### config.mk
export PLATFORM = sky130hd
export DESIGN_NAME = push_coal
export DESIGN_NICKNAME = d
export VERILOG_FILES = /design/src/rtl/push_coal_pkg.sv /design/src/rtl/push_coal_runbuf.sv /design/src/rtl/push_coal_fmt.sv /design/src/rtl/push_coal.sv
export SDC_FILE = /design/constraint.sdc
export NUM_CORES = 1
export LEC_CHECK = 0
export ABC_AREA = 1
export BUFFER_PORTS_ARGS = -buffer_cell sky130_fd_sc_hd__buf_2
export CAP_MARGIN = 20
export CORE_MARGIN = 2
export CORE_UTILIZATION = 55
export CTS_CLUSTER_DIAMETER = 40
export DETAILED_ROUTE_END_ITERATION = 8
export PLACE_DENSITY = 0.89
export RECOVER_POWER = 25
export SYNTH_ARGS = -nofsm -noshare
export SYNTH_HDL_FRONTEND = slang
export SYNTH_SLANG_ARGS = --single-unit
### constraint.sdc
create_clock -name clk -period 2.5 [get_ports clk]
set_input_delay 0.5 -clock clk [delete_from_list [all_inputs] [get_ports clk]]
set_output_delay 0.5 -clock clk [all_outputs]
set_load 0.005 [all_outputs]
### src/rtl/push_coal_pkg.sv
// Shared encodings of the push coalescer.
// Assumes: out_kind is a 2-bit code that the consumer decodes directly.
package push_coal_pkg;
    typedef enum logic [1:0] {
        K_OTHER = 2'd0,
        K_PUSH  = 2'd1,
        K_STORE = 2'd2,
        K_SPSUB = 2'd3
    } out_kind_e;

    typedef enum logic [1:0] {
        S_COLLECT = 2'd0,
        S_DRAIN   = 2'd1,
        S_PEND    = 2'd2
    } coal_state_e;
endpackage

### src/rtl/push_coal_runbuf.sv
// Run buffer: holds the data registers of up to DEPTH gathered pushes.
// Assumes: the parent never writes while full and never writes and clears
// in the same cycle. Slot i is written when count equals i.
module push_coal_runbuf #(
    parameter int REG_W = 5,
    parameter int DEPTH = 4,
    parameter int CNT_W = 3
) (
    input  logic             clk,
    input  logic             rst_n,
    input  logic             clr,
    input  logic             wr_en,
    input  logic [REG_W-1:0] wr_reg,
    input  logic [CNT_W-1:0] rd_idx,
    output logic [REG_W-1:0] rd_reg,
    output logic [CNT_W-1:0] count
);
    logic [REG_W-1:0] slot_w [DEPTH];
    logic [CNT_W-1:0] count_q;

    for (genvar gi = 0; gi < DEPTH; gi++) begin : g_slot
        logic [REG_W-1:0] q;
        // Capture the register of the push that lands in this slot.
        always_ff @(posedge clk) begin
            if (!rst_n)                                 q <= '0;
            else if (wr_en && count_q == CNT_W'(gi))    q <= wr_reg;
        end
        assign slot_w[gi] = q;
    end

    // Track the number of gathered pushes.
    always_ff @(posedge clk) begin
        if (!rst_n)     count_q <= '0;
        else if (clr)   count_q <= '0;
        else if (wr_en) count_q <= count_q + 1'b1;
    end

    // Select the slot named by rd_idx; zero beyond the last slot.
    always_comb begin
        rd_reg = '0;
        for (int i = 0; i < DEPTH; i++) begin
            if (rd_idx == CNT_W'(i)) rd_reg = slot_w[i];
        end
    end

    assign count = count_q;

    assert_no_overflow_R5: assert property (@(posedge clk) disable iff (!rst_n)
        wr_en |-> (count_q < CNT_W'(DEPTH)));
    assert_count_bound_R5: assert property (@(posedge clk) disable iff (!rst_n)
        count_q <= CNT_W'(DEPTH));
endmodule

### src/rtl/push_coal_fmt.sv
// Drain formatter: turns drain position idx of a run of length count into a
// store (idx < count) or the closing stack-pointer subtraction (idx == count).
// Assumes: idx <= count; purely combinational.
module push_coal_fmt #(
    parameter int REG_W      = 5,
    parameter int VAL_W      = 16,
    parameter int CNT_W      = 3,
    parameter int SLOT_BYTES = 8,
    parameter int SP_REG     = 31
) (
    input  logic [CNT_W-1:0] idx,
    input  logic [CNT_W-1:0] count,
    input  logic [REG_W-1:0] store_reg,
    output logic [1:0]       kind,
    output logic [REG_W-1:0] reg_o,
    output logic [VAL_W-1:0] val_o
);
    import push_coal_pkg::*;

    // Build either the store at -(idx+1)*SLOT_BYTES or the combined subtraction.
    always_comb begin
        if (idx == count) begin
            kind  = K_SPSUB;
            reg_o = REG_W'(SP_REG);
            val_o = VAL_W'(SLOT_BYTES * int'(count));
        end else begin
            kind  = K_STORE;
            reg_o = store_reg;
            val_o = VAL_W'(-(SLOT_BYTES * (int'(idx) + 1)));
        end
    end
endmodule

### src/rtl/push_coal.sv
// Push coalescer top: gathers consecutive pushes, then drains them as
// independent stores off the unchanged stack pointer plus one subtraction.
// A terminating operation is held and emitted after the run.
// Assumes: ready/valid on both sides; input is refused while draining.
module push_coal
    import push_coal_pkg::*;
#(
    parameter int REG_W      = 5,
    parameter int VAL_W      = 16,
    parameter int RUN_MAX    = 4,
    parameter int SLOT_BYTES = 8,
    parameter int SP_REG     = 31
) (
    input  logic             clk,
    input  logic             rst_n,
    input  logic             flush,
    input  logic             in_valid,
    output logic             in_ready,
    input  logic             in_push,
    input  logic [REG_W-1:0] in_reg,
    input  logic [VAL_W-1:0] in_val,
    output logic             out_valid,
    input  logic             out_ready,
    output logic [1:0]       out_kind,
    output logic [REG_W-1:0] out_reg,
    output logic [VAL_W-1:0] out_val
);
    localparam int CNT_W = $clog2(RUN_MAX + 1);

    coal_state_e      state_q;
    logic [CNT_W-1:0] idx_q;
    logic             pend_q;
    logic             pend_push_q;
    logic [REG_W-1:0] pend_reg_q;
    logic [VAL_W-1:0] pend_val_q;

    logic [CNT_W-1:0] count;
    logic [REG_W-1:0] rd_reg;
    logic [1:0]       fmt_kind;
    logic [REG_W-1:0] fmt_reg;
    logic [VAL_W-1:0] fmt_val;

    logic accept, run_push, buf_wr, term, out_fire, drain_end;

    assign in_ready  = (state_q == S_COLLECT) && !flush;
    assign accept    = in_valid && in_ready;
    assign run_push  = in_push && (in_reg != REG_W'(SP_REG));
    assign buf_wr    = accept && run_push;
    assign term      = accept && !run_push;
    assign out_fire  = out_valid && out_ready;
    assign drain_end = (state_q == S_DRAIN) && out_fire && (idx_q == count);

    push_coal_runbuf #(
        .REG_W(REG_W), .DEPTH(RUN_MAX), .CNT_W(CNT_W)
    ) u_runbuf (
        .clk(clk), .rst_n(rst_n), .clr(drain_end), .wr_en(buf_wr),
        .wr_reg(in_reg), .rd_idx(idx_q), .rd_reg(rd_reg), .count(count)
    );

    push_coal_fmt #(
        .REG_W(REG_W), .VAL_W(VAL_W), .CNT_W(CNT_W),
        .SLOT_BYTES(SLOT_BYTES), .SP_REG(SP_REG)
    ) u_fmt (
        .idx(idx_q), .count(count), .store_reg(rd_reg),
        .kind(fmt_kind), .reg_o(fmt_reg), .val_o(fmt_val)
    );

    // Sequence gathering, draining and the held terminating operation.
    always_ff @(posedge clk) begin
        if (!rst_n) begin
            state_q     <= S_COLLECT;
            idx_q       <= '0;
            pend_q      <= 1'b0;
            pend_push_q <= 1'b0;
            pend_reg_q  <= '0;
            pend_val_q  <= '0;
        end else begin
            case (state_q)
                S_COLLECT: begin
                    idx_q <= '0;
                    if (term) begin
                        pend_q      <= 1'b1;
                        pend_push_q <= in_push;
                        pend_reg_q  <= in_reg;
                        pend_val_q  <= in_val;
                        state_q     <= (count != '0) ? S_DRAIN : S_PEND;
                    end else if (buf_wr && count == CNT_W'(RUN_MAX - 1)) begin
                        state_q <= S_DRAIN;
                    end else if (flush && count != '0) begin
                        state_q <= S_DRAIN;
                    end
                end
                S_DRAIN: begin
                    if (out_fire) begin
                        if (idx_q == count) state_q <= pend_q ? S_PEND : S_COLLECT;
                        else                idx_q   <= idx_q + 1'b1;
                    end
                end
                S_PEND: begin
                    if (out_fire) begin
                        pend_q  <= 1'b0;
                        state_q <= S_COLLECT;
                    end
                end
                default: state_q <= S_COLLECT;
            endcase
        end
    end

    // Drive the output from the formatter while draining, else the held op.
    always_comb begin
        out_valid = 1'b0;
        out_kind  = K_OTHER;
        out_reg   = '0;
        out_val   = '0;
        if (state_q == S_DRAIN) begin
            out_valid = 1'b1;
            out_kind  = fmt_kind;
            out_reg   = fmt_reg;
            out_val   = fmt_val;
        end else if (state_q == S_PEND) begin
            out_valid = 1'b1;
            out_kind  = pend_push_q ? K_PUSH : K_OTHER;
            out_reg   = pend_reg_q;
            out_val   = pend_val_q;
        end
    end

    assert_no_accept_while_out_R9: assert property (@(posedge clk) disable iff (!rst_n)
        out_valid |-> !in_ready);
    assert_out_hold_R10: assert property (@(posedge clk) disable iff (!rst_n)
        (out_valid && !out_ready) |=> (out_valid && $stable(out_kind)
                                       && $stable(out_reg) && $stable(out_val)));
    assert_flush_blocks_R6: assert property (@(posedge clk) disable iff (!rst_n)
        flush |-> !in_ready);
    assert_one_sub_R3: assert property (@(posedge clk) disable iff (!rst_n)
        (out_fire && out_kind == K_SPSUB) |=> !(out_valid && out_kind == K_SPSUB));
    assert_store_offset_R2: assert property (@(posedge clk) disable iff (!rst_n)
        (out_valid && out_kind == K_STORE) |->
            ($signed(out_val) < 0 && $signed(out_val) >= -(SLOT_BYTES * RUN_MAX)));
endmodule

=== Yosys cells after proc, flatten, opt, wreduce, memory -nomap -nowiden ===
Index checks and enable logic that the tools add are counted.
W data, S select, Z words.

* Equality and inequality tests: 16
* Reductions and logical operators: 26
* Order comparisons: 0
* Mux-type cells: 31
* Div/mod/pow operators: 0
* Bitwise gates (word level): 1
* $add $sub $neg: 4
* Multiply operators: 0
* Shift-type cells: 0

{| class="wikitable"
|+ Operator list
! kind !! count
|-
| $mux W16 || 3
|-
| $mux W5 || 7
|-
| $mux W2 || 9
|-
| $neg A16 Y16 || 1
|-
| $logic_and A1 B1 Y1 || 13
|-
| $eq A3 B2 Y1 const B || 4
|-
| $ne A2 B2 Y1 const B || 4
|-
| $mux W1 || 7
|-
| $add A3 B1 Y3 const B || 2
|-
| $eq A3 B1 Y1 const B || 2
|-
| $logic_not A3 Y1 || 2
|-
| $mux W3 || 2
|-
| $pmux W2 S3 || 1
|-
| $pmux W3 S2 || 1
|-
| $reduce_and A3 Y1 || 2
|-
| $ne A5 B5 Y1 const B || 1
|-
| $add A3 B1 Y4 const B || 1
|-
| $ne A4 B2 Y1 const B || 1
|-
| $reduce_and A4 Y1 || 1
|-
| $reduce_bool A2 Y1 || 2
|-
| $eq A3 B3 Y1 || 1
|-
| $reduce_bool A3 Y1 || 1
|-
| $eq A2 B1 Y1 const B || 1
|-
| $eq A2 B2 Y1 const B || 1
|-
| 7 further kinds || 8
|}

* Memory bits (read-only): 0
* Output and inout port bits: 25
* Memory bits (writable): 0
* Register bits: 51
* Latch bits: 0
* Memories: 0

=== Longest topological paths before layout ===
Gate-level depths: netlist of the first run.

* Depth after elaboration: 8
* Mapped depth: 11
* Gate-level depth less buffers: 10

=== By module ===
From an unflattened synthesis of the first run, not the netlist that was laid out.

* Cells, all modules: 465
* Area, all modules: 3075.4 um2

{| class="wikitable"
|+ By module, submodules not included
! module !! times used !! area each (um2) !! sequential area each (um2) !! cells each
|-
| push_coal || 1 || 1604.0 || 560.5 || 255
|-
| push_coal_runbuf || 1 || 1114.8 || 460.4 || 143
|-
| push_coal_fmt || 1 || 356.6 || 0.0 || 67
|}

=== Worst setup path before layout of the first run ===
OpenSTA, ideal clock, no wires.

* Path type: reg2out
* Start: reg idx_q[0]
* End: out out_val[6]
* Arrival time: 1.664 ns
* Stages on the path, launching flop included: 7
* Required time: 2.000 ns
* Slack: 0.336 ns
* Cell sequence: dfxtp_1 inv_1 ha_1 or2_2 nor2_1 ha_1 a22o_1

* Cells in the longest elaborated chain, start to end: 4
* Elaborated cells between the ends (all ways): 5

{| class="wikitable"
|+ Ends and longest elaborated chain
! item !! line !! RTL
|-
| start: declaration || push_coal.sv:31 || <nowiki>logic [CNT_W-1:0] idx_q;</nowiki>
|-
| start signal: assignment || push_coal.sv:96 || <nowiki>else idx_q <= idx_q + 1'b1;</nowiki>
|-
| $add A3 B1 Y4 || push_coal_fmt.sv:29 || <nowiki>val_o = VAL_W'(-(SLOT_BYTES * (int'(idx) + 1)));</nowiki>
|-
| $neg A16 Y16 || push_coal_fmt.sv:29 ||
|-
| $mux W16 (*) || push_coal_fmt.sv:22 || <nowiki>if (idx == count) begin</nowiki>
|-
| $mux W16 (*) || push_coal.sv:116 || <nowiki>if (state_q == S_DRAIN) begin</nowiki>
|-
| end: declaration || push_coal.sv:26 || <nowiki>output logic [VAL_W-1:0] out_val</nowiki>
|}

Every way passes the cells marked *; elsewhere a longest branch is shown, timed or not.

=== Final worst setup path of the first run ===
Same ends and word-level chain as after synthesis.

==> results.py, run 1 <==
metrics = {
    "logic_synthesis": {
        "synthMuxAreaShare_pct": 0,
        "synth_top_family_by_area": "simple AND/OR/NAND/NOR gates",
        "yosysSeqAreaShare_pct": 37.5,
        "synth_edf_count": 0,
        "synth_area_leaders": "dfxtp_1 38%, nand2_1 10%, nor2_1 8.7%",
        "yosysTopAreaCell": "dfxtp_1",
        "syn-mean-instance-area_um2": 7.01,
        "synth.distinct_cells": 31,
        "ys_ff_latch": 51,
        "yosys.area_share.xor_xnor_pct": 1.29,
        "synth_compound_area_share_pct": 18.7,
        "syn_nets": 429,
        "ys_warn_count": 0,
        "yosys.area_share.adder_pct": 6.44,
        "synth_top_area_share_pct": 37.5,
        "async_flop_share_pct": 0,
        "postSynthCellCount": 388,
        "yosys.area_share.simple_pct": 27.9,
        "synthFlopType": "dfxtp_1",
        "syn_area_mm2": 0.00272,
    },
    "power": {
        "ir_drop_uv": 495,
        "switching_share_pct": 37.8,
        "p_sw_mw": 0.978,
        "p_clk_share_pct": 23.6,
        "p_int_mw": 1.61,
        "p_comb_share_pct": 39.8,
        "p_per_area_mw_per_mm2": 793,
        "pwr-share-seq_pct": 36.6,
        "p_leak_nw": 1.41,
    },
    "floorplanning": {
        "dieArea_mm2": 0.00553,
        "fp.dieH_um": 74.3,
        "core-area_mm2": 0.00475,
        "dieWidth_um": 74.3,
        "start_util_pct": 57.2,
        "placementRows": 25,
        "pin_count": 52,
    },
    "min_path": {
        "hold_class": "in2reg",
        "hp-start": "in_val[7]",
        "min_to": "pend_val_q[7]$_SDFFE_PN0P_",
        "hold_depth": 3,
    },
    "final_layout": {
        "syn_to_final_growth_pct": 19.8,
        "utilization_pct": 68.6,
        "num-fill-cells": 388,
        "drive_above_1_share_pct": 22.3,
        "final_cell_area_mm2": 0.00326,
        "final_cell_mix": "74 x nand2_1, 62 x nor2_1, 52 x buf_2",
        "antennaDiodeCount": 0,
        "finalNonFillerCells": 511,
        "final_net_count": 484,
        "final_common_cell": "nand2_1",
    },
    "critical_path": {
        "arrival_ns": 1.98,
        "cp-startpoint": "idx_q[0]$_SDFFE_PN0P_",
        "required_ns": 2.00,
        "crit_type": "reg2out",
        "critical_path.endpoint_type": "primary output",
        "reg2reg_setup_slack_ns": 0.31,
        "start_kind": "flop",
        "worstReg2RegStart": "state_q[0]$_SDFFE_PN0P_",
        "r2r_cells": 8,
        "worst-path-max-fanout": 4,
        "worstReg2RegEnd": "pend_reg_q[4]$_SDFFE_PN0P_",
    },
    "placement": {
        "place_inst": 499,
        "post-place-ws_ns": 0.122,
        "place.gp.congestion": 0.908,
        "dp_hpwl_um": 4980,
        "numPortBuffers": 51,
        "place_area_mm2": 0.00303,
    },
    "global_routing": {
        "grt_pass1_wl_um": 11300,
        "overflow": 0,
        "groute.usage.overall_pct": 26.5,
        "grt_pass1_vias": 2396,
        "antenna_found_initial": 0,
        "grt_max_degree": 24,
    },
    "sta": {
        "worstMarginPinSlew_ns": 0.445,
        "fin_skew_ns": 0.0104,
        "final_min_period_over_clock_period_pct": 99.2,
        "hold-worst-slack_ns": 0.438,
        "setup_viol": 0,
        "fin_crit_ns": 2.48,
        "slew_viol_final": 0,
        "setup_slack_ns": 0.0199,
        "final_hold_viol_count": 0,
        "max_freq_mhz": 403,
        "slew_headroom_pct": 70.2,
    },
    "run": {
        "drv_cap": 0,
    },
    "clocking": {
        "clk_latency_ns": 0.31,
        "clkTransAtPathRegs_ns": 0.10,
        "cts_buffers": 5,
        "cts_tree": "built",
        "ctsRootBufferMaster": "clkbuf_8",
        "clock_path_buffers": 2,
        "htreeDepth": 2,
        "cts_sinks": 51,
        "ctsHoldBuffers": 0,
    },
    "drt": {
        "antenna_left": 0,
        "drt-initial-drc-count": 380,
        "via_per_inst": 5.65,
        "drt_wl_total_um": 7790,
        "routedWlPerCell_um": 15.2,
        "vias": 2885,
        "drt_pass1_iterations": 5,
        "drc": 0,
    },
    "status": {
        "outcome": "finished, final reports clean",
    },
}
==> timing repair <==
item,CTS,global route
resized for setup,8,15
gates cloned,0,0
setup endpoints to repair,5,18
setup buffers,2,2
hold endpoints to repair,0,0
==> critical path, cell delays in order, from the launching register on <==
cell     delay (ns)
dfxtp_4        0.40
inv_2          0.06
ha_4           0.25
or2_4          0.27
nor2_4         0.13
ha_4           0.21
a22o_1         0.20
buf_2          0.13
==> per-layer routing <==
layer / vias up / GRT usage [%] / part of all wire [%]
li1: 1375 / - / -
met1: 1275 / 33.9 / 40
met2: 206 / 44.6 / 48
met3: 29 / 5.42 / 9.0
met4: 0 / 9.52 / 3.0
met5: - / 0 / 0
==> layout make-up <==
cell class | count | area [µm²] | share of cell area [%]
multi-input combinational | 284 | 1540 | 47.4
sequential | 51 | 1030 | 31.6
timing repair buffer | 61 | 328 | 10.1
inverter | 40 | 156 | 4.80
tap | 67 | 83.8 | 2.57
clock buffer | 6 | 82.6 | 2.53
clock inverter | 2 | 35.0 | 1.07
==> cells by family (layout without fill, tap and decap cells) <==
logic type	count (synthesis)	in the layout
adders and majority gates	14	14
and+or+nand+nor	173	173
AOI/OAI and AO/OA	93	93
buffers and inverters	53	109
xor gates and xnor gates	4	4
DFF	51	51
==> flip-flops by register name, summed over array words and instances, names as in the netlist <==
| signal | cells |
|---|---|
| idx_q | 3 |
| pend_push_q | 1 |
| pend_q | 1 |
| pend_reg_q | 5 |
| pend_val_q | 16 |
| state_q | 2 |
| u_runbuf.count | 3 |
| u_runbuf.g_slot.q | 20 |
==> synth_stat cells (2+ instances only) <==
library cell,n
xnor2_1,4
ha_1,14
nand3_2,2
nor2_4,2
nand3_4,2
nand3_1,21
a31oi_1,5
a21oi_1,35
o211ai_1,2
o21ai_0,32
a211oi_1,5
o21ai_1,11
buf_6,3
nor2_1,63
inv_2,6
dfxtp_1,51
inv_1,33
nand2_2,4
nand2_1,74
clkbuf_1,8
==> worst max path at each step <==
| stage | slack [ns] | endpoint | depth (start not counted) |
|---|---|---|---|
| after floorplan | 0.34 | out_val[6] | 6 |
| after global placement | 0.23 | out_val[6] | 7 |
| after detailed placement | 0.12 | out_val[6] | 7 |
| after CTS | 0.008 | out_val[6] | 7 |
| after global routing | -0.02 | out_val[6] | 7 |
| final | 0.02 | out_val[6] | 7 |
==> per-stage QoR <==
stage	total power, mW	setup TNS (ns)
final	2.59	0
after global routing	2.72	-0.0372
after floorplan	1.55	0
after global placement	1.80	0
after detailed placement	1.82	0
after CTS	2.46	0
==> power groups by stage <==
| stage | Combinational, mW | Sequential, mW | Clock, mW |
|---|---|---|---|
| after CTS | 0.919 | 0.932 | 0.605 |
| after global placement | 0.852 | 0.945 | 0 |
| after global routing | 1.13 | 0.953 | 0.630 |
| after detailed placement | 0.873 | 0.951 | 0 |
| final | 1.03 | 0.947 | 0.611 |
| after floorplan | 0.607 | 0.938 | 0 |
(Power assumes the default switching activity.)
==> inputs of run 2 (changes only) <==
--- a/config.mk
+++ b/config.mk
@@ -5,14 +5,13 @@
 export SDC_FILE = /design/constraint.sdc
 export NUM_CORES = 1
 export LEC_CHECK = 0
-export ABC_AREA = 1
 export BUFFER_PORTS_ARGS = -buffer_cell sky130_fd_sc_hd__buf_2
 export CAP_MARGIN = 20
 export CORE_MARGIN = 2
-export CORE_UTILIZATION = 55
+export CORE_UTILIZATION = 56
 export CTS_CLUSTER_DIAMETER = 40
 export DETAILED_ROUTE_END_ITERATION = 8
-export PLACE_DENSITY = 0.89
+export PLACE_DENSITY = 0.9
 export RECOVER_POWER = 25
 export SYNTH_ARGS = -nofsm -noshare
 export SYNTH_HDL_FRONTEND = slang
==> run 2 against run 1 <==
Net effect: cell area grew 3.8%; synthesized cell count shrank 10%; clock power is essentially flat; sequential power shrank 3.7%; utilization shrank 1.5 points; clock skew is essentially flat; non-clock buffer count grew 6; first-iteration DRC count shrank 42%; power shrank 5.1%; clock-buffer cell count shrank 1; final cell count shrank 8.4%; register-to-register slack lost 0.04 ns; critical path type unchanged; critical endpoint unchanged; largest power group unchanged.
==> results.py, run 2 <==
metrics = {
    "final_layout": {
        "num-fill-cells": 412,
        "final_net_count": 438,
        "antennaDiodeCount": 0,
        "largest_reg_flops": 20,
        "final_cell_mix": "49 x buf_2, 46 x dfxtp_1, 45 x o21ai_0",
        "final_common_cell": "buf_2",
        "drive_above_1_share_pct": 22.6,
        "finalNonFillerCells": 468,
        "top_register": "u_runbuf.g_slot.q",
        "utilization_pct": 67.1,
        "top_regs": "u_runbuf.g_slot.q x20, pend_val_q x16, pend_reg_q x5",
        "final_cell_area_mm2": 0.00338,
        "syn_to_final_growth_pct": 16.9,
    },
    "clocking": {
        "clock_path_buffers": 2,
        "clk_latency_ns": 0.32,
        "clkTransAtPathRegs_ns": 0.10,
        "cts_tree": "built",
        "cts_sinks": 51,
        "cts_buffers": 5,
        "htreeDepth": 2,
        "ctsRootBufferMaster": "clkbuf_8",
    },
    "global_routing": {
        "grt_pass1_wl_um": 11700,
        "overflow": 0,
        "grt_max_degree": 30,
        "antenna_found_initial": 0,
        "groute.usage.overall_pct": 26.6,
        "grt_pass1_vias": 2530,
    },
    "floorplanning": {
        "start_util_pct": 57.4,
        "core-area_mm2": 0.00504,
        "placementRows": 26,
        "dieArea_mm2": 0.00576,
        "pin_count": 52,
        "dieWidth_um": 75.9,
        "fp.dieH_um": 75.9,
    },
    "sta": {
        "setup_viol": 0,
        "hold-worst-slack_ns": 0.432,
        "slew_headroom_pct": 45.6,
        "setup_tns_ns": 0,
        "fin_crit_ns": 2.46,
        "final_hold_viol_count": 0,
        "worstMarginPinSlew_ns": 0.815,
        "fin_skew_ns": 0.0102,
        "slew_viol_final": 0,
        "max_freq_mhz": 407,
        "final_min_period_over_clock_period_pct": 98.2,
        "setup_slack_ns": 0.0449,
    },
    "drt": {
        "antenna_left": 0,
        "via_per_inst": 5.92,
        "drt-initial-drc-count": 219,
        "routedWlPerCell_um": 15.7,
        "drc": 0,
        "drt_pass1_iterations": 6,
        "vias": 2772,
        "drt_wl_total_um": 7350,
    },
    "logic_synthesis": {
        "yosysSeqAreaShare_pct": 35.3,
        "syn-mean-instance-area_um2": 8.29,
        "ys_ff_latch": 51,
        "synth.distinct_cells": 46,
        "yosysTopAreaCell": "dfxtp_1",
        "postSynthCellCount": 349,
        "syn_nets": 390,
        "ys_warn_count": 0,
        "synthFlopType": "dfxtp_1",
        "syn_area_mm2": 0.00289,
        "synth.top_cells.by_count": "51 x dfxtp_1, 45 x o21ai_0, 36 x nand3_1",
        "async_flop_share_pct": 0,
        "synth_edf_count": 0,
        "synth_top_area_share_pct": 35.3,
        "synth_area_leaders": "dfxtp_1 35%, o21ai_0 7.8%, mux2i_1 7.3%",
        "yosysMostFrequentCell": "dfxtp_1",
    },
    "critical_path": {
        "slowest_delay_ns": 0.43,
        "r2r_cells": 6,
        "critical_path.endpoint_type": "primary output",
        "crit_type": "reg2out",
        "path_cells": "inv_1, ha_1, nor2_2, ha_1, a22o_1, buf_2",
        "arrival_ns": 1.96,
        "critPathMostFrequentCell": "ha_1",
        "worst-path-max-fanout": 8,
        "required_ns": 2.00,
        "start_kind": "flop",
        "cpMaxStageDelayCell": "dfxtp_4",
    },
    "placement": {
        "place_area_mm2": 0.00322,
        "place_inst": 459,
        "numPortBuffers": 51,
        "dp_hpwl_um": 5120,
        "post-place-ws_ns": 0.204,
        "place.gp.congestion": 0.890,
    },
    "status": {
        "outcome": "finished, final reports clean",
    },
    "power": {
        "p_leak_nw": 1.42,
        "ir_drop_uv": 395,
        "p_per_area_mw_per_mm2": 726,
        "totalPowerFinal_mw": 2.45,
    },
    "min_path": {
        "hold_class": "in2reg",
        "hold_depth": 3,
    },
    "run": {
        "drv_cap": 0,
    },
}
[run 2: area by class of cell]
cell class              instances  area, µm²  area share (%)
clock buffers                   5       68.8            2.03
clock inverters                 3       46.3            1.37
inverters                      12       45.0            1.33
multi-input cells             260       1750            51.6
flip-flops and latches         51       1030            30.4
well taps                      70       87.6            2.59
repair buffers                 67        360            10.7
[run 2: repair_timing]
| item | CTS | global route |
|---|---|---|
| hold buffers | 0 | 0 |
| endpoints found under the setup margin | 8 | 13 |
| setup buffers | 0 | 1 |
| resized for setup | 6 | 9 |
[run 2: power by group]
group | internal, mW | switching [mW] | total (mW)
registers | 0.865 | 0.0469 | 0.912
logic | 0.393 | 0.538 | 0.931
clock network | 0.302 | 0.309 | 0.612
[run 2: cell families after synthesis]
group,share of synthesized area (%)
AOI/OAI and AO/OA,25.5
xor gates and xnor gates,1.77
adders and majority gates,6.05
buffers and inverters,5.88
DFF,35.3
muxes,7.26
and+or+nand+nor,18.3
[run 2: critical path: cells and delay by family, from the launching register on]
family / cells / cell delay [ns]
buffers and inverters: 2 / 0.23
AND/OR/NAND/NOR: 1 / 0.17
flip-flops: 1 / 0.43
adder cells (fa/ha/maj): 2 / 0.61
AO/OA/AOI/OAI: 1 / 0.20
[run 2: layer usage]
metal	up-vias	part of all wire, %	track usage [%]
li1	1341	-	-
met1	1284	42	32.0
met2	123	49	46.0
met3	24	7.1	6.75
met4	0	2.2	8.97
met5	-	0	0
[run 2: worst paths after layout]
kind	endpoint	slack (ns)	start
worst min register to register	pend_val_q[0]$_SDFFE_PN0P_	0.48	pend_val_q[0]$_SDFFE_PN0P_
worst max register to register	u_runbuf.g_slot[0].q[4]$_SDFFE_PN0P_	0.27	state_q[0]$_SDFFE_PN0P_
worst max-delay path	out_val[6]	0.04	idx_q[0]$_SDFFE_PN0P_
worst min-delay path	pend_val_q[10]$_SDFFE_PN0P_	0.43	in_val[10]
